[src/rtl/zsd_pkg.sv]
package zsd_pkg;

  // One line symbol as it travels down the delay line.
  typedef struct packed {
    logic pos;
    logic neg;
    logic viol;
  } symT;

  // Strobes from control to datapath.
  typedef struct packed {
    logic entryViol;  // symbol now entering breaks alternation
    logic clrB8;      // eight-bit word occupies the newest stages
    logic clrHdb;     // four-bit word occupies the newest stages
  } ctlStrobeT;

  localparam symT SYM_IDLE = '{pos: 1'b0, neg: 1'b0, viol: 1'b0};

  localparam int B8_SPAN  = 8;
  localparam int HDB_SPAN = 4;

endpackage

[src/rtl/zsd_datapath.sv]
module zsd_datapath
  import zsd_pkg::*;
#(
  parameter int DEPTH = 8
) (
  input  logic                 clk,
  input  logic                 rstN,
  input  logic                 posIn,
  input  logic                 negIn,
  input  ctlStrobeT            strb,
  output symT [DEPTH-1:0]      window,
  output logic                 posOut,
  output logic                 negOut,
  output logic                 bpvOut
);

  symT [DEPTH-1:0] stageQ;
  symT             outQ;
  symT             entrySym;
  logic [DEPTH-1:0] killVec;

  // A both-high bit enters as a zero carrying the violation flag.
  assign entrySym.pos  = posIn & ~negIn;
  assign entrySym.neg  = negIn & ~posIn;
  assign entrySym.viol = strb.entryViol;

  // Per-stage clear enables: the newest stages hold a detected word.
  for (genvar k = 0; k < DEPTH; k++) begin : g_kill
    if (k < HDB_SPAN) begin : g_both
      assign killVec[k] = strb.clrB8 | strb.clrHdb;
    end else if (k < B8_SPAN) begin : g_b8
      assign killVec[k] = strb.clrB8;
    end else begin : g_none
      assign killVec[k] = 1'b0;
    end
  end

  always_ff @(posedge clk) begin
    if (!rstN) begin
      stageQ[0] <= SYM_IDLE;
    end else begin
      stageQ[0] <= entrySym;
    end
  end

  for (genvar k = 1; k < DEPTH; k++) begin : g_stage
    always_ff @(posedge clk) begin
      if (!rstN) begin
        stageQ[k] <= SYM_IDLE;
      end else begin
        stageQ[k] <= killVec[k-1] ? SYM_IDLE : stageQ[k-1];
      end
    end
  end

  always_ff @(posedge clk) begin
    if (!rstN) begin
      outQ <= SYM_IDLE;
    end else begin
      outQ <= killVec[DEPTH-1] ? SYM_IDLE : stageQ[DEPTH-1];
    end
  end

  assign window = stageQ;
  assign posOut = outQ.pos;
  assign negOut = outQ.neg;
  assign bpvOut = outQ.viol;

  AST_RAILS_EXCL: assert property (@(posedge clk) disable iff (!rstN)
    !(posOut && negOut));

  AST_B8_CLEARED: assert property (@(posedge clk) disable iff (!rstN)
    $past(strb.clrB8) |-> (stageQ[1] == SYM_IDLE));

  AST_HDB_CLEARED: assert property (@(posedge clk) disable iff (!rstN)
    $past(strb.clrHdb) |-> (stageQ[1] == SYM_IDLE));

  AST_PLAIN_SHIFT: assert property (@(posedge clk) disable iff (!rstN)
    $past(!strb.clrB8 && !strb.clrHdb) |-> (stageQ[1] == $past(stageQ[0])));

endmodule

[src/rtl/zsd_ctrl.sv]
module zsd_ctrl
  import zsd_pkg::*;
#(
  parameter int DEPTH = 8
) (
  input  logic            clk,
  input  logic            rstN,
  input  logic            posIn,
  input  logic            negIn,
  input  logic            rateSel,
  input  logic            suppressEn,
  input  symT [DEPTH-1:0] window,
  output ctlStrobeT       strb
);

  logic lastNegQ;
  logic seenMarkQ;
  logic markIn;
  logic bothIn;
  logic b8Hit;
  logic hdbHit;

  function automatic logic isIdle(input symT s);
    return !s.pos && !s.neg && !s.viol;
  endfunction

  function automatic logic isMark(input symT s);
    return s.pos ^ s.neg;
  endfunction

  assign markIn = posIn ^ negIn;
  assign bothIn = posIn & negIn;

  // Polarity memory; both-high bits leave it untouched.
  always_ff @(posedge clk) begin
    if (!rstN) begin
      lastNegQ  <= 1'b0;
      seenMarkQ <= 1'b0;
    end else if (markIn) begin
      lastNegQ  <= negIn;
      seenMarkQ <= 1'b1;
    end
  end

  // window[0] is the newest symbol, window[7] the oldest of an eight-bit word.
  assign b8Hit = isIdle(window[7]) && isIdle(window[6]) && isIdle(window[5])
              && isMark(window[4]) && window[4].viol
              && isMark(window[3]) && !window[3].viol
              && (window[3].neg != window[4].neg)
              && isIdle(window[2])
              && isMark(window[1]) && window[1].viol
              && (window[1].neg == window[3].neg)
              && isMark(window[0]) && (window[0].neg != window[1].neg);

  // Four-bit word: two zeros then a violating mark; the leading bit is
  // either a zero or the balancing mark, both of which are cleared.
  assign hdbHit = isIdle(window[2]) && isIdle(window[1])
               && isMark(window[0]) && window[0].viol;

  assign strb.entryViol = bothIn | (markIn && seenMarkQ && (negIn == lastNegQ));
  assign strb.clrB8     = suppressEn && !rateSel && b8Hit;
  assign strb.clrHdb    = suppressEn &&  rateSel && hdbHit;

  AST_POL_TRACK: assert property (@(posedge clk) disable iff (!rstN)
    (posIn ^ negIn) |=> (seenMarkQ && (lastNegQ == $past(negIn))));

  AST_BOTH_KEEPS_POL: assert property (@(posedge clk) disable iff (!rstN)
    (posIn && negIn) |=> $stable(lastNegQ));

endmodule

[src/rtl/zero_sub_decoder.sv]
module zero_sub_decoder
  import zsd_pkg::*;
#(
  parameter int DEPTH = 8
) (
  input  logic clk,
  input  logic rstN,
  input  logic posIn,
  input  logic negIn,
  input  logic rateSel,
  input  logic suppressEn,
  output logic posOut,
  output logic negOut,
  output logic bpvOut
);

  ctlStrobeT       strb;
  symT [DEPTH-1:0] window;

  zsd_ctrl #(.DEPTH(DEPTH)) u_ctrl (
    .clk        (clk),
    .rstN       (rstN),
    .posIn      (posIn),
    .negIn      (negIn),
    .rateSel    (rateSel),
    .suppressEn (suppressEn),
    .window     (window),
    .strb       (strb)
  );

  zsd_datapath #(.DEPTH(DEPTH)) u_dp (
    .clk    (clk),
    .rstN   (rstN),
    .posIn  (posIn),
    .negIn  (negIn),
    .strb   (strb),
    .window (window),
    .posOut (posOut),
    .negOut (negOut),
    .bpvOut (bpvOut)
  );

endmodule

[config.mk]
export PLATFORM = sky130hd
export DESIGN_NAME = zero_sub_decoder
export DESIGN_NICKNAME = d
export VERILOG_FILES = /design/src/rtl/zsd_pkg.sv /design/src/rtl/zsd_datapath.sv /design/src/rtl/zsd_ctrl.sv /design/src/rtl/zero_sub_decoder.sv
export SDC_FILE = /design/constraint.sdc
export NUM_CORES = 1
export LEC_CHECK = 0
export CAP_MARGIN = 20
export CORE_MARGIN = 2
export CORE_UTILIZATION = 35
export CTS_BUF_LIST = sky130_fd_sc_hd__clkbuf_4 sky130_fd_sc_hd__clkbuf_8
export DETAILED_ROUTE_END_ITERATION = 10
export GPL_TIMING_DRIVEN = 0
export PLACE_DENSITY = 0.63
export REMOVE_ABC_BUFFERS = 1
export SLEW_MARGIN = 20
export SYNTH_ARGS = -nofsm -noshare
export SYNTH_HDL_FRONTEND = slang
export SYNTH_SLANG_ARGS = --single-unit
[constraint.sdc]
create_clock -name clk -period 2.05 [get_ports clk]
set_input_delay 0.41 -clock clk [delete_from_list [all_inputs] [get_ports clk]]
set_output_delay 0.41 -clock clk [all_outputs]
set_load 0.03 [all_outputs]
==> metrics.cfg, run 1 <==
[route]
wl_per_cell_um = 11.21
wirelength_um = 1849
first_pass_iters = 4
ant_nets = 0
drt_iter0_drc = 28
drc = 0
viasPerCell = 4.606
via_count = 760

[placed_design]
postPlaceCellArea_um2 = 1274
numPortBuffers = 8
place_congestion = 0.7770
dp_hpwl_um = 1319
preCtsSetupSlack_ns = -0.002194

[final_layout]
area_growth_pct = 15.51
utilization_pct = 42.94
diodes = 0
nFillCells = 324
nets = 131
layout-drive-gt1-share_pct = 13.22
fin_area_um2 = 1333

[cts]
clockRootBuffer = clkbuf_4
clkSinkCount = 29
cts_tree = yes
clock_latency_ns = 0.32
h-tree-depth = 2
path_clk_slew_ns = 0.08
clk_path_buf_depth = 2
post-cts-setup-buffers = 0
numCtsBuffers = 5
post_cts_resized = 0
holdBufCountCts = 0

[global_route]
grt_pass1_vias = 711
grt_max_degree = 34
grt_pass1_wl_um = 3105
grt-ovfl-total = 0
antenna_found_initial = 0
grt_use_total_pct = 12.09

[sta]
setup_ws_ns = 0.1601
fin_worst_skew_ns = 0.006066
hold_viol = 0
max_clock_freq_mhz = 529.1
period_share_pct = 92.19
finalSetupViolations = 0
maxSlewViolCount = 0
min_period_ns = 1.890
worst_pin_slew_ns = 0.9817
hold_slack_ns = 0.4244
max_slew_margin_pct = 34.35
rsz0062_at_grt = no
tns_ns = 0

[power_and_ir_drop]
p_int_mw = 0.7943
p_sw_mw = 0.2324
irDropWorstVdd_mv = 0.3906
p_per_area_nw_per_um2 = 770.5
p_comb_share_pct = 7.6
p_leak_nw = 0.5358
switching_share_pct = 22.64
pwr-share-seq_pct = 58.1
p_clk_share_pct = 34.3

[critical_path]
worstPathArrival_ns = 2.09
ff2ff_setup_slack_ns = 0.16
cp.required_ns = 2.25
rr_worst_depth = 6
r2r-start = u_dp.window[4]
crit_fanout = 6
crit_chain = inv_1, ha_1, nor4b_2, nand4b_2, o41ai_4, nor2_1
crit_type = register to register
startpoint_type = register
slowest_stage = o41ai_4
end_kind = register
max_stage_delay_ns = 0.44
timing.rr.end = u_dp.window[16]

[floorplan]
initial_utilization_pct = 37.18
row_count = 20
core_um2 = 3103
die_h_um = 61.41
ios = 9
dieArea_um2 = 3771
die_x_um = 61.41

[synth]
synth-compound-area-share_pct = 10.30
ys_types = 27
synth_mux_area_share_pct = 0.8677
syn_avg_cell_area_um2 = 10.49
syn_inst = 110
yosysSeqAreaShare_pct = 50.33
syn_area_um2 = 1154
synth_top_family_by_area = simple AND/OR/NAND/NOR gates
synth-xor-area-share_pct = 2.278
synth_seq_cells = 29
synthSimpleGateAreaFrac_pct = 27.66
synth_fa_ha_area_share_pct = 4.338
synth_warnings = 0

[flow_run]
drv_cap = 0

[worst_hold_path]
hold_end = u_dp.window[15]
hold_path.class = register to register
hold_path_depth = 2
hold_start = u_dp.window[12]

[status]
status = complete, no violations

-- layer usage --
layer	vias to the layer above	routed length [um]	GRT usage (%)
met4	0	52	8.207
li1	393	-	-
met2	18	792	16.72
met5	-	0	0
met3	6	108	5.042
met1	343	896	15.25
-- synth_stat cells (all sizes together) --
master / number / share of area, %
nor2: 4 / 1.3
clkbuf: 4 / 1.3
inv: 9 / 2.9
ha: 4 / 4.3
xor2: 3 / 2.3
dfxtp: 29 / 50
and4: 1 / 0.76
a21boi: 1 / 0.65
nand2b: 1 / 0.54
nor4b: 4 / 4.1
o41ai: 1 / 2.4
nand3: 7 / 3.0
o31ai: 7 / 4.6
nor2b: 1 / 0.54
and2: 14 / 7.6
a31oi: 2 / 1.6
mux2i: 1 / 0.87
nor4: 1 / 1.8
a21oi: 1 / 0.43
nand4b: 2 / 2.6
nand2: 10 / 3.5
nor3: 2 / 1.8
o21a: 1 / 0.65
-- layout make-up --
| cell class | instances | area [um^2] | share of cell area (%) |
|---|---|---|---|
| Clock buffer | 7 | 58.81 | 4.413 |
| Inverter | 9 | 33.78 | 2.535 |
| Multi-Input combinational cell | 68 | 524.3 | 39.34 |
| Sequential cell | 29 | 580.6 | 43.57 |
| Tap cell | 44 | 55.05 | 4.131 |
| Timing Repair Buffer | 8 | 80.08 | 6.009 |
-- state kept, by name (all words and copies together), names as in the netlist --
| signal | cells |
|---|---|
| u_dp.window | 24 |
| u_dp.bpvOut | 1 |
| u_ctrl.seenMarkQ | 1 |
| u_ctrl.lastNegQ | 1 |
| u_dp.posOut | 1 |
| u_dp.negOut | 1 |
-- logic make-up after synthesis --
kind of cell    count (synthesis)
xor+xnor                        3
flops                          29
mux                             1
fa+ha+maj                       4
compound gates                 13
simple gates                   47
buf+inv                        13
-- worst max-delay path by stage --
| stage | start | endpoint | slack (ns) | depth (start not counted) |
|---|---|---|---|---|
| floorplan | u_dp.window[4] | u_dp.window[15] | 0.38 | 6 |
| global placement | rstN | u_dp.window[6] | 0.03 | 3 |
| detailed placement | rstN | u_dp.window[7] | -0.002 | 3 |
| CTS | u_dp.window[4] | u_dp.window[16] | 0.12 | 6 |
| global route | u_dp.window[4] | u_dp.window[17] | 0.02 | 6 |
| finish | u_dp.window[4] | u_dp.window[16] | 0.16 | 6 |
-- critical path, delay by kind of cell (launching register included) --
| family | cells | cell delay [ns] |
|---|---|---|
| compound gates | 1 | 0.44 |
| fa+ha+maj | 1 | 0.30 |
| buf+inv | 1 | 0.07 |
| flops | 1 | 0.43 |
| simple gates | 3 | 0.52 |
-- stage by stage --
stage / cells / power, mW
floorplan: 106 / 0.6559
global placement: 158 / 0.6876
detailed placement: 158 / 0.6895
CTS: 165 / 1.041
global route: 165 / 1.077
finish: 165 / 1.027
-- placed cells by master (no fill, tap or decap), types with 2 or more instances in the layout --
cell type	instances
and2_1	14
clkbuf_4	6
clkdlybuf4s50_1	8
dfxtp_1	29
ha_1	4
inv_1	9
nand2_1	9
nand3_1	7
nand4b_2	2
nor2_1	4
nor4b_1	2
nor4b_2	2
o31ai_1	7
xor2_1	3
-- power groups by stage --
stage | registers, mW | logic [mW] | clock network (mW)
2_1_floorplan | 0.607 | 0.0491 | 0
3_3_place_gp | 0.610 | 0.0775 | 0
3_5_place_dp | 0.610 | 0.0793 | 0
4_1_cts | 0.597 | 0.0800 | 0.364
5_1_grt | 0.600 | 0.0880 | 0.389
6_report | 0.597 | 0.0781 | 0.352
No activity file was read; power rests on OpenSTA's default activity.
==> run 2: changes to the inputs <==
CTS_BUF_LIST = default   (was sky130_fd_sc_hd__clkbuf_4 sky130_fd_sc_hd__clkbuf_8)
==> metrics.cfg, run 2 (same netlist as run 1, synthesis figures left out) <==
[status]
status = complete, no violations

[cts]
clkSinkCount = 29
post_cts_resized = 0
h-tree-depth = 2
clk_path_buf_depth = 2
clockRootBuffer = clkbuf_4
numCtsBuffers = 5
cts_tree = yes
post-cts-setup-buffers = 0
holdBufCountCts = 0
path_clk_slew_ns = 0.08
clock_latency_ns = 0.32

[critical_path]
startpoint = u_dp.window[4]
r2r-start = u_dp.window[4]
startpoint_type = register
cp_num_cells = 6
crit_chain = inv_1, ha_1, nor4b_2, nand4b_2, o41ai_4, nor2_1
timing.rr.end = u_dp.window[16]
ff2ff_setup_slack_ns = 0.16
worstPathArrival_ns = 2.09
cp.required_ns = 2.25
cp_num_buf_inv = 1
crit_family = simple AND/OR/NAND/NOR gates
rr_worst_depth = 6
slowest_stage = o41ai_4
max_stage_delay_ns = 0.45
crit_fanout = 6
cp-endpoint = u_dp.window[16]
end_kind = register
crit_type = register to register

[route]
viasPerCell = 4.600
via_count = 759
ant_nets = 0
first_pass_iters = 4
drt_iter0_drc = 28
wl_per_cell_um = 11.15
wirelength_um = 1839
drc = 0

[floorplan]
die_h_um = 61.41
initial_utilization_pct = 37.18
ios = 9
row_count = 20
die_x_um = 61.41
core_um2 = 3103
dieArea_um2 = 3771

[sta]
worst_pin_slew_ns = 0.9880
hold_slack_ns = 0.4274
fin_worst_skew_ns = 0.004538
rsz0062_at_grt = no
period_share_pct = 92.36
max_clock_freq_mhz = 528.2
max_slew_margin_pct = 33.93
finalSetupViolations = 0
maxSlewViolCount = 0
min_period_ns = 1.893
hold_viol = 0

[final_layout]
fin_area_um2 = 1329
nets = 131
multi_input_area_um2 = 524.3
final_cell_mix = dfxtp_1, and2_1, inv_1, nand2_1, clkdlybuf4s50_1
utilization_pct = 42.82
mostFrequentLayoutCell = dfxtp_1
regArea_um2 = 580.6
largest_reg_flops = 24
layout-drive-gt1-share_pct = 12.40
nFillCells = 326
area_growth_pct = 15.18
diodes = 0

[power_and_ir_drop]
irDropWorstVdd_mv = 0.3705
p_clk_share_pct = 33.3
p_sw_mw = 0.2304
switching_share_pct = 22.78
p_leak_nw = 0.5324
p_int_mw = 0.7811
pwr-share-seq_pct = 59.0
p_comb_share_pct = 7.7
p_per_area_nw_per_um2 = 761.2

[global_route]
grt_max_degree = 34
grt-ovfl-total = 0
grt_use_total_pct = 12.14
antenna_found_initial = 0
grt_pass1_vias = 710
grt_pass1_wl_um = 3118

[placed_design]
numPortBuffers = 8
place_congestion = 0.7770
postPlaceCellArea_um2 = 1274
dp_hpwl_um = 1319

[worst_hold_path]
hold_path.class = register to register
hold_start = u_dp.window[12]

[flow_run]
drv_cap = 0

run 2: cell types whose count changed in the layout (fill, tap and decap cells not counted):
cell	change
clkbuf_1	+1
clkbuf_4	-1
run 2: worst min-delay path by stage:
stage | cells past startpoint | to | slack [ns]
after floorplan | 2 | u_dp.window[15] | 0.40
after global placement | 2 | u_dp.window[15] | 0.42
after detailed placement | 2 | u_dp.window[15] | 0.42
after CTS | 2 | u_dp.window[15] | 0.43
after global routing | 2 | u_dp.window[15] | 0.47
final | 2 | u_dp.window[15] | 0.43
run 2: worst min-delay path, delay by kind of cell (launching register included):
kind,cells,cell delay (ns)
buffers and inverters,1,0.05
flip-flops,1,0.31
AND/OR/NAND/NOR,1,0.03
run 2: metrics by stage:
step	instances	total power, mW	setup slack, ns	TNS [ns]
finish	165	1.012	0.1566	0
global route	165	1.067	0.02007	0
CTS	165	1.026	0.1250	0
detailed placement	158	0.6895	-0.002194	-0.002507
global placement	158	0.6876	0.03183	0
floorplan	106	0.6559	0.3775	0
run 2: layout make-up:
| type | instances | area share, % |
|---|---|---|
| inverter | 9 | 2.542 |
| sequential | 29 | 43.69 |
| multi-input combinational | 68 | 39.45 |
| clock buffer | 7 | 4.143 |
| timing repair buffer | 8 | 6.026 |
| tap | 44 | 4.143 |
run 2: power by group through the flow:
stage / clock (mW) / combinational, mW / sequential, mW
floorplan: 0 / 0.0491 / 0.607
CTS: 0.349 / 0.0800 / 0.597
detailed placement: 0 / 0.0793 / 0.610
global route: 0.379 / 0.0880 / 0.600
finish: 0.336 / 0.0782 / 0.597
global placement: 0 / 0.0775 / 0.610
run 2: layer usage:
metal	track usage (%)	wire length, um	part of all wire (%)	vias up
met3	5.042	108	5.9	4
li1	-	-	-	391
met2	16.72	804	44	17
met4	8.207	33	1.8	0
met5	0	0	0	-
met1	15.37	893	49	347
